===== config.mk =====
export PLATFORM = sky130hd
export DESIGN_NAME = spi_port
export DESIGN_NICKNAME = d
export VERILOG_FILES = /design/src/rtl/spi_port.sv
export SDC_FILE = /design/constraint.sdc
export NUM_CORES = 1
export LEC_CHECK = 0
export ABC_AREA = 1
export CORE_MARGIN = 2
export CORE_UTILIZATION = 51
export CTS_CLUSTER_SIZE = 10
export DETAILED_ROUTE_END_ITERATION = 7
export PLACE_DENSITY = 0.79
export SETUP_SLACK_MARGIN = 0.3
export SYNTH_ARGS = -nofsm -noshare
export SYNTH_HDL_FRONTEND = slang
export SYNTH_SLANG_ARGS = --single-unit

===== constraint.sdc =====
create_clock -name clk -period 3.1 [get_ports clk]
set_input_delay 0.465 -clock clk [delete_from_list [all_inputs] [get_ports clk]]
set_output_delay 0.465 -clock clk [all_outputs]
set_load 0.05 [all_outputs]

===== src/rtl/spi_port.sv =====
module spi_port (
  input  logic       clk,
  input  logic       rst_n,
  input  logic       cfg_wr,
  input  logic       cfg_en,
  input  logic       cfg_master,
  input  logic       cfg_cpol,
  input  logic       cfg_cpha,
  input  logic       cfg_lsb_first,
  input  logic [1:0] cfg_rate,
  input  logic       cfg_dbl,
  input  logic       wr_data,
  input  logic [7:0] wdata,
  input  logic       rd_status,
  input  logic       rd_data,
  output logic [7:0] rdata,
  output logic       done_flag,
  output logic       wcol_flag,
  output logic       role_master,
  output logic       sck_out,
  output logic       mosi_out,
  output logic       sck_mosi_oe,
  input  logic       sck_in,
  input  logic       mosi_in,
  input  logic       ss_n_in,
  input  logic       miso_in,
  output logic       miso_out,
  output logic       miso_oe
);

  localparam int BITS  = 8;
  localparam int EDGES = 2 * BITS;
  localparam int EW    = $clog2(EDGES);
  localparam int CW    = 7;

  logic en_q, mstr_q, cpol_q, cpha_q, lsb_q, dbl_q;
  logic [1:0] rate_q;
  logic [BITS-1:0] sr, rbuf;
  logic out_bit, rx_bit, busy_q, sck_r, done_q, wcol_q, armed_q;
  logic [EW-1:0] ecnt;
  logic [CW-1:0] cnt, half;
  logic ss_s1, ss_s2, sck_s1, sck_s2, sck_d, mosi_s1, mosi_s2;

  always_comb begin
    case ({dbl_q, rate_q})
      3'b000:  half = 7'd2;
      3'b001:  half = 7'd8;
      3'b010:  half = 7'd32;
      3'b011:  half = 7'd64;
      3'b100:  half = 7'd1;
      3'b101:  half = 7'd4;
      3'b110:  half = 7'd16;
      default: half = 7'd32;
    endcase
  end

  logic m_run, tick, sel, ev, lead, din, lead_ev, trail_ev, last, mfault, bitin;
  logic [BITS-1:0] shifted;

  assign m_run    = en_q & mstr_q & busy_q;
  assign tick     = m_run & (cnt == half - 7'd1);
  assign sel      = en_q & ~mstr_q & ~ss_s2;
  assign ev       = mstr_q ? tick : (sel & (sck_s2 ^ sck_d));
  assign lead     = mstr_q ? ~ecnt[0] : (sck_s2 != cpol_q);
  assign din      = mstr_q ? miso_in : mosi_s2;
  assign lead_ev  = ev & lead;
  assign trail_ev = ev & ~lead;
  assign last     = trail_ev & (ecnt == EW'(EDGES - 1));
  assign mfault   = en_q & mstr_q & ~ss_s2;
  assign bitin    = cpha_q ? din : rx_bit;
  assign shifted  = lsb_q ? {bitin, sr[BITS-1:1]} : {sr[BITS-2:0], bitin};

  function automatic logic first_bit(input logic lsb, input logic [BITS-1:0] v);
    return lsb ? v[0] : v[BITS-1];
  endfunction

  always_ff @(posedge clk or negedge rst_n) begin
    if (!rst_n) begin
      en_q <= 1'b0; mstr_q <= 1'b0; cpol_q <= 1'b0; cpha_q <= 1'b0;
      lsb_q <= 1'b0; dbl_q <= 1'b0; rate_q <= 2'd0;
      sr <= '0; rbuf <= '0; out_bit <= 1'b0; rx_bit <= 1'b0;
      busy_q <= 1'b0; sck_r <= 1'b0; done_q <= 1'b0; wcol_q <= 1'b0; armed_q <= 1'b0;
      ecnt <= '0; cnt <= '0;
      ss_s1 <= 1'b1; ss_s2 <= 1'b1; sck_s1 <= 1'b0; sck_s2 <= 1'b0; sck_d <= 1'b0;
      mosi_s1 <= 1'b0; mosi_s2 <= 1'b0;
    end else begin
      ss_s1 <= ss_n_in; ss_s2 <= ss_s1;
      sck_s1 <= sck_in; sck_s2 <= sck_s1; sck_d <= sck_s2;
      mosi_s1 <= mosi_in; mosi_s2 <= mosi_s1;

      if (cfg_wr) begin
        en_q <= cfg_en; mstr_q <= cfg_master; cpol_q <= cfg_cpol; cpha_q <= cfg_cpha;
        lsb_q <= cfg_lsb_first; rate_q <= cfg_rate; dbl_q <= cfg_dbl;
        busy_q <= 1'b0; ecnt <= '0; cnt <= '0; sck_r <= cfg_cpol;
      end else if (mfault) begin
        mstr_q <= 1'b0; busy_q <= 1'b0; ecnt <= '0; cnt <= '0;
        sck_r <= cpol_q; done_q <= 1'b1;
      end else begin
        if (rd_status && done_q) armed_q <= 1'b1;
        if (armed_q && (rd_data || wr_data)) begin
          done_q <= 1'b0; wcol_q <= 1'b0; armed_q <= 1'b0;
        end

        if (!mstr_q && ss_s2) begin
          busy_q <= 1'b0; ecnt <= '0;
        end

        if (wr_data && en_q) begin
          if (busy_q) wcol_q <= 1'b1;
          else begin
            sr <= wdata;
            out_bit <= first_bit(lsb_q, wdata);
            if (mstr_q) begin
              busy_q <= 1'b1; cnt <= '0; ecnt <= '0;
            end
          end
        end

        if (m_run) begin
          cnt <= tick ? '0 : cnt + 7'd1;
          if (tick) sck_r <= ~sck_r;
        end

        if (ev) begin
          ecnt <= ecnt + 1'b1;
          busy_q <= 1'b1;
          if (lead_ev) begin
            if (!cpha_q) rx_bit <= din;
            else out_bit <= first_bit(lsb_q, sr);
          end
          if (trail_ev) begin
            sr <= shifted;
            if (!cpha_q) out_bit <= lsb_q ? sr[1] : sr[BITS-2];
          end
          if (last) begin
            busy_q <= 1'b0; done_q <= 1'b1; rbuf <= shifted; ecnt <= '0;
          end
        end
      end
    end
  end

  assign rdata       = rbuf;
  assign done_flag   = done_q;
  assign wcol_flag   = wcol_q;
  assign role_master = mstr_q;
  assign sck_out     = sck_r;
  assign mosi_out    = out_bit;
  assign sck_mosi_oe = en_q & mstr_q;
  assign miso_out    = out_bit;
  assign miso_oe     = sel;

  p_sck_idle_r1: assert property (@(posedge clk) disable iff (!rst_n)
    !busy_q |-> sck_out == cpol_q);

  p_done_after_last_r3: assert property (@(posedge clk) disable iff (!rst_n)
    mstr_q && !cfg_wr && !mfault && tick && ecnt == EW'(EDGES - 1) |=> done_flag && !busy_q);

  p_miso_release_r4: assert property (@(posedge clk) disable iff (!rst_n)
    ss_n_in |-> ##2 !miso_oe);

  p_fault_drop_r8: assert property (@(posedge clk) disable iff (!rst_n)
    mstr_q && en_q && !ss_s2 && !cfg_wr |=> !role_master && done_flag);

  p_wcol_set_r9: assert property (@(posedge clk) disable iff (!rst_n)
    wr_data && en_q && busy_q && !cfg_wr && !mfault |=> wcol_flag);

  p_flags_hold_r10: assert property (@(posedge clk) disable iff (!rst_n)
    done_flag && !armed_q && !cfg_wr |=> done_flag);

endmodule


== After elaboration in Yosys (flattened, before gate mapping) ==
Cells that the tools add are included.
Word-level totals
  output and inout port bits: 16
  register bits after elaboration: 49
  input bits: 26
  logic and storage cells: 133
Cells by class
  reductions and logical operators: 19
  bitwise logic cells: 19
  multiplexer cells: 58
  add/subtract/negate cells: 3
  equal/unequal tests: 9
Operators by type and width (count)
  7-bit 2-to-1 mux: 7
  7-bit one-hot mux with 6 select lines: 1
  8-bit 2-to-1 mux: 5
  1-bit 2-to-1 mux: 37
  4-bit 2-to-1 mux: 8
  1-bit bitwise AND: 10
  3-bit == test, second input constant: 3
  1-bit inverter: 8
  4-bit nonzero test: 2
  7-bit by 1-bit adder with 7-bit output, second input constant: 1
  7-bit == test: 1
  7-bit by 1-bit subtractor with 7-bit output, second input constant: 1
  3-bit AND reduction: 2
  3-bit nonzero test: 2
  5-bit AND reduction: 1
  4-bit by 1-bit adder with 4-bit output, second input constant: 1
  4-bit == test, second input constant: 1
  1-bit logical AND: 4
  4-bit by 2-bit != test with 1-bit output, second input constant: 1
  2-bit AND reduction: 2
  4-bit AND reduction: 1
  2-bit nonzero test: 2
  3-bit by 1-bit == test with 1-bit output, second input constant: 1
  3-bit by 2-bit == test with 1-bit output, second input constant: 1
  other kinds (5): 5

== Depth between registers and ports, before layout ==
  depth in word-level cells: 12
  gate-level depth with buffers: 16

== Worst setup path before layout ==
OpenSTA, ideal clock, no wires.
  path kind: reg-to-reg
  start: register mstr_q, in the netlist role_master
  end: register rbuf[4], in the netlist rdata[4]
  clock period less this slack: 2.890 ns
  path slack: 0.210 ns
  arrival time: 2.763 ns
  cell stages (with the launch flop): 12
  data required time: 2.973 ns
  path buffers: 1
  cell sequence: dfrtp_1 > nor3_1 > nand2_1 > nand2_2 > nand2_4 > clkinv_2 > nand2_2 > nor2_4 > inv_2 > buf_6 > nand2_1 > o21ai_2
On the way
  cells in the longest elaborated chain, start to end: 8
  elaborated cells on any way between the ends: 15
  those cells by class: mux: 2; bitwise: 12; reduce/logical: 1
Ends and longest elaborated chain
  from (decl): RTL line 36  | logic en_q, mstr_q, cpol_q, cpha_q, lsb_q, dbl_q;
  from (signal assigned): RTL line 92  | en_q <= cfg_en; mstr_q <= cfg_master; cpol_q <= cfg_cpol; cpha_q <= cfg_cpha;
  1-bit inverter (*): RTL line 62  | assign sel = en_q & ~mstr_q & ~ss_s2;
  1-bit bitwise AND (*) (2 in series): RTL line 62
  via miso_oe: RTL line 28  | output logic miso_oe
  1-bit bitwise AND (*): RTL line 63  | assign ev = mstr_q ? tick : (sel & (sck_s2 ^ sck_d));
  1-bit 2-to-1 mux (*): RTL line 63
  1-bit bitwise AND: RTL line 67  | assign trail_ev = ev & ~lead;
  1-bit bitwise AND: RTL line 68  | assign last = trail_ev & (ecnt == EW'(EDGES - 1));
  4-bit AND reduction (no line) (*)
  to (signal assigned): RTL line 81  | sr <= '0; rbuf <= '0; out_bit <= 1'b0; rx_bit <= 1'b0;
  to (signal assigned): RTL line 136  | busy_q <= 1'b0; done_q <= 1'b1; rbuf <= shifted; ecnt <= '0;
  to (decl): RTL line 38  | logic [BITS-1:0] sr, rbuf;
The timed path passes the listed nets; every way through them passes the cells marked *.
A chain may end at the register's enable or synchronous reset.

== Final worst setup path ==
  start: register mstr_q, in the netlist role_master
  end: output port miso_oe
On the way
  cells in the longest elaborated chain, start to end: 3
Ends and longest elaborated chain (RTL line)
  1-bit inverter: 62
  1-bit bitwise AND (2 in series): 62
  to (decl): 28
Every way passes these cells.

==> summary.txt <==
Yosys
  • Syn. warnings: 0
  • Mapped Area: 2580 µm²
  • Seq/Total Area, Yosys: 0.476
  • FF+latch count, synth: 49
  • Number of unique standard cell types used by synthesis: 31
  • Number of nets produced by synthesis: 359
  • Mean area per synthesized cell: 7.79 µm²
  • Instance count of the mapped netlist: 331

GRT
  • Antenna violations before repair: 0
  • Largest net degree at the start of global routing: 50
  • Overflow left after global routing: 0
  • Vias in the first global route: 2155
  • Gr usage total: 0.221
  • First-pass GRT wire length: 9510 µm

Drt
  • Iteration-0 DRC count of the detailed router: 140
  • Drt via density: 5.13
  • Vias: 2249
  • Routed Wire Length: 5530 µm
  • Routed length per placed instance: 12.6 µm
  • Remaining number of nets flagged by the antenna check after routing: 0
  • Drc violations: 0
  • Detailed-routing iteration count for the pre-antenna-repair pass: 4

Power
  • Total Power: 1.57 mW
  • Largest voltage drop on the vdd net: 329 µV
  • Power Density: 503 nW/µm²
  • Static Leak: 1.44 nW

Run status
  • Status: finished, final reports clean

Setup path
  • Worst setup EP type: output pin
  • Critical register-to-register path endpoint: rdata[4]
  • Worst setup startpoint: role_master
  • Arrival @ worst endpoint: 1.84 ns
  • Worst r2r src: rate_q[0]
  • Element type at the critical path start: flop
  • FF-to-FF setup slack: 0.96 ns
  • Data required time at the worst endpoint: 2.63 ns
  • Setup CP Type: reg2out
  • Depth of the worst register-to-register path: 15
  • Largest fanout of any net on the critical path: 7

Timing
  • RSZ-0062 raised after global routing: no
  • Worst slew pin tran: 1.06 ns
  • Headroom to the max-slew limit: 0.294
  • Hold Slack: 0.346 ns
  • Setup-failing EPs final: 0
  • Hold violation count in the final report: 0
  • Sum of negative setup slack: 0 ns
  • Final worst-path cycle share: 0.745
  • Post-layout min period: 2.31 ns
  • Max-slew violations: 0
  • Clock skew after layout: 0.00472 ns
  • Peak Freq: 433 MHz

CTS
  • Total CTS buffers: 5
  • Reg clk slew, reported paths: 0.09 ns
  • CTS tree: built
  • Worst-Skew Late Latency: 0.30 ns
  • Deepest clock path buffer count: 2
  • Cts-stage hold buffer count: 0
  • TritonCTS sink count: 49
  • Post-cts sizing count: 0
  • Root Buffer Master: clkbuf_8
  • Post-CTS Repair Setup Buffers: 0
  • Clock H-tree levels: 2

Final layout
  • NumNets Final: 398
  • P&R area growth vs syn: 21.2%
  • Number of fill cells: 409
  • Antenna cells: 0
  • Share of post-route cells with drive strength above 1: 0.0809
  • Post-layout utilization of the core: 0.654

Floorplan
  • Number of ports placed on the die boundary: 42
  • Core Area: 4790 µm²
  • X dimension of the die: 75.1 µm
  • Initial core utilization: 0.539
  • Vertical extent of the die: 75.1 µm
  • # rows: 25
  • Die area: 5640 µm²

Job
  • Number of maximum-capacitance constraint violations: 0

Hold path
  • Type of the most critical hold path: in2async

Placement
  • RePlAce Congestion: 0.891
  • Count of input and output buffers: 41
  • HPWL after detailed placement: 4120 µm
-- stage by stage --
| stage | std cells | worst slack [ns] | cell area [µm²] |
|---|---|---|---|
| 2_1_floorplan | 331 | 0.699 | 2580 |
| 3_3_place_gp | 430 | 0.843 | 3040 |
| 3_5_place_dp | 430 | 0.821 | 3040 |
| 4_1_cts | 438 | 0.779 | 3130 |
| 5_1_grt | 438 | 0.700 | 3130 |
| 6_report | 438 | 0.791 | 3130 |
-- cells by family after synthesis --
kind of cell,synth area share
AO/OA/AOI/OAI,0.140
XOR/XNOR,0.0272
adder cells (fa/ha/maj),0.00970
buffers and inverters,0.0858
flip-flops,0.476
multiplexers,0.00388
AND/OR/NAND/NOR,0.258
-- worst max path at each step --
stage               depth (start not counted)     endpoint  slack [ns]
floorplan                                  11     rdata[4]        0.70
detailed placement                          9       cnt[4]        0.82
global route                                3  sck_mosi_oe        0.70
CTS                                         2      miso_oe        0.78
global placement                            9       cnt[3]        0.84
finish                                      2      miso_oe        0.79
-- flip-flops by register name (all words and copies together), names as in the netlist, 2 cells and up --
register,flops
sr,8
rate_q,2
rdata,8
cnt,7
ecnt,4
-- synth_stat cells, drive strengths merged --
cell type / number / area (µm²)
clkbuf: 8 / 30.0
buf: 4 / 28.8
o31ai: 4 / 30.0
ha: 2 / 25.0
clkinv: 1 / 5.00
xnor2: 2 / 17.5
dfstp: 2 / 52.6
nand3: 23 / 120
nor3: 2 / 10.0
nor2: 22 / 97.6
dfrtp: 47 / 1180
and2: 1 / 6.26
or2: 2 / 12.5
a21oi: 8 / 40.0
o22ai: 7 / 43.8
nand4: 5 / 31.3
xor2: 6 / 52.6
o21ai: 35 / 186
o211ai: 8 / 60.1
inv: 42 / 158
mux2i: 1 / 10.0
nand2: 99 / 387
-- routing by layer --
metal	vias up	wire length (µm)	track usage
met3	4	290	0.0415
met4	0	36	0.0496
met1	1050	2580	0.314
met5	-	0	0
li1	1144	-	-
met2	51	2620	0.354
-- critical path, stage by stage, from the launching register on --
cell and delay [ns]:
dfrtp_1 0.47, nor3_2 0.22, clkdlybuf4s50_1 0.85
-- layout by cell type (no fill, tap or decap) --
cell,instances
mux2i_1,1
a21oi_1,8
or2_1,1
o21ai_2,3
ha_1,2
clkinvlp_4,1
o211ai_1,8
inv_6,1
nor3_1,1
nand2_4,1
nor2_4,2
nand2_1,95
clkdlybuf4s50_1,40
nand2_2,3
inv_1,39
nand4_1,5
and2_1,1
or2_2,1
o22ai_1,7
nand3_2,1
xor2_1,6
clkinv_2,2
o21ai_0,32
buf_4,3
xnor2_1,2
nor3_2,1
buf_2,1
o31ai_1,4
nor2_1,20
clkbuf_8,5
dfrtp_1,47
inv_2,3
nand3_1,22
dfstp_2,2
-- where the power goes --
group / leakage, nW / internal, mW / switching [mW]
combinational: 0.777 / 0.154 / 0.270
clock: 0.0445 / 0.160 / 0.219
sequential: 0.620 / 0.711 / 0.0604
-- final cells by class --
| type | instances | area, µm² | area share |
|---|---|---|---|
| clock buffers | 5 | 68.8 | 0.0220 |
| inverters | 43 | 163 | 0.0520 |
| multi-input cells | 227 | 1130 | 0.363 |
| flip-flops and latches | 49 | 1230 | 0.393 |
| clock inverters | 3 | 21.3 | 0.00680 |
| well taps | 67 | 83.8 | 0.0268 |
| repair buffers | 44 | 428 | 0.137 |
Power figures use the tool's default switching activity.
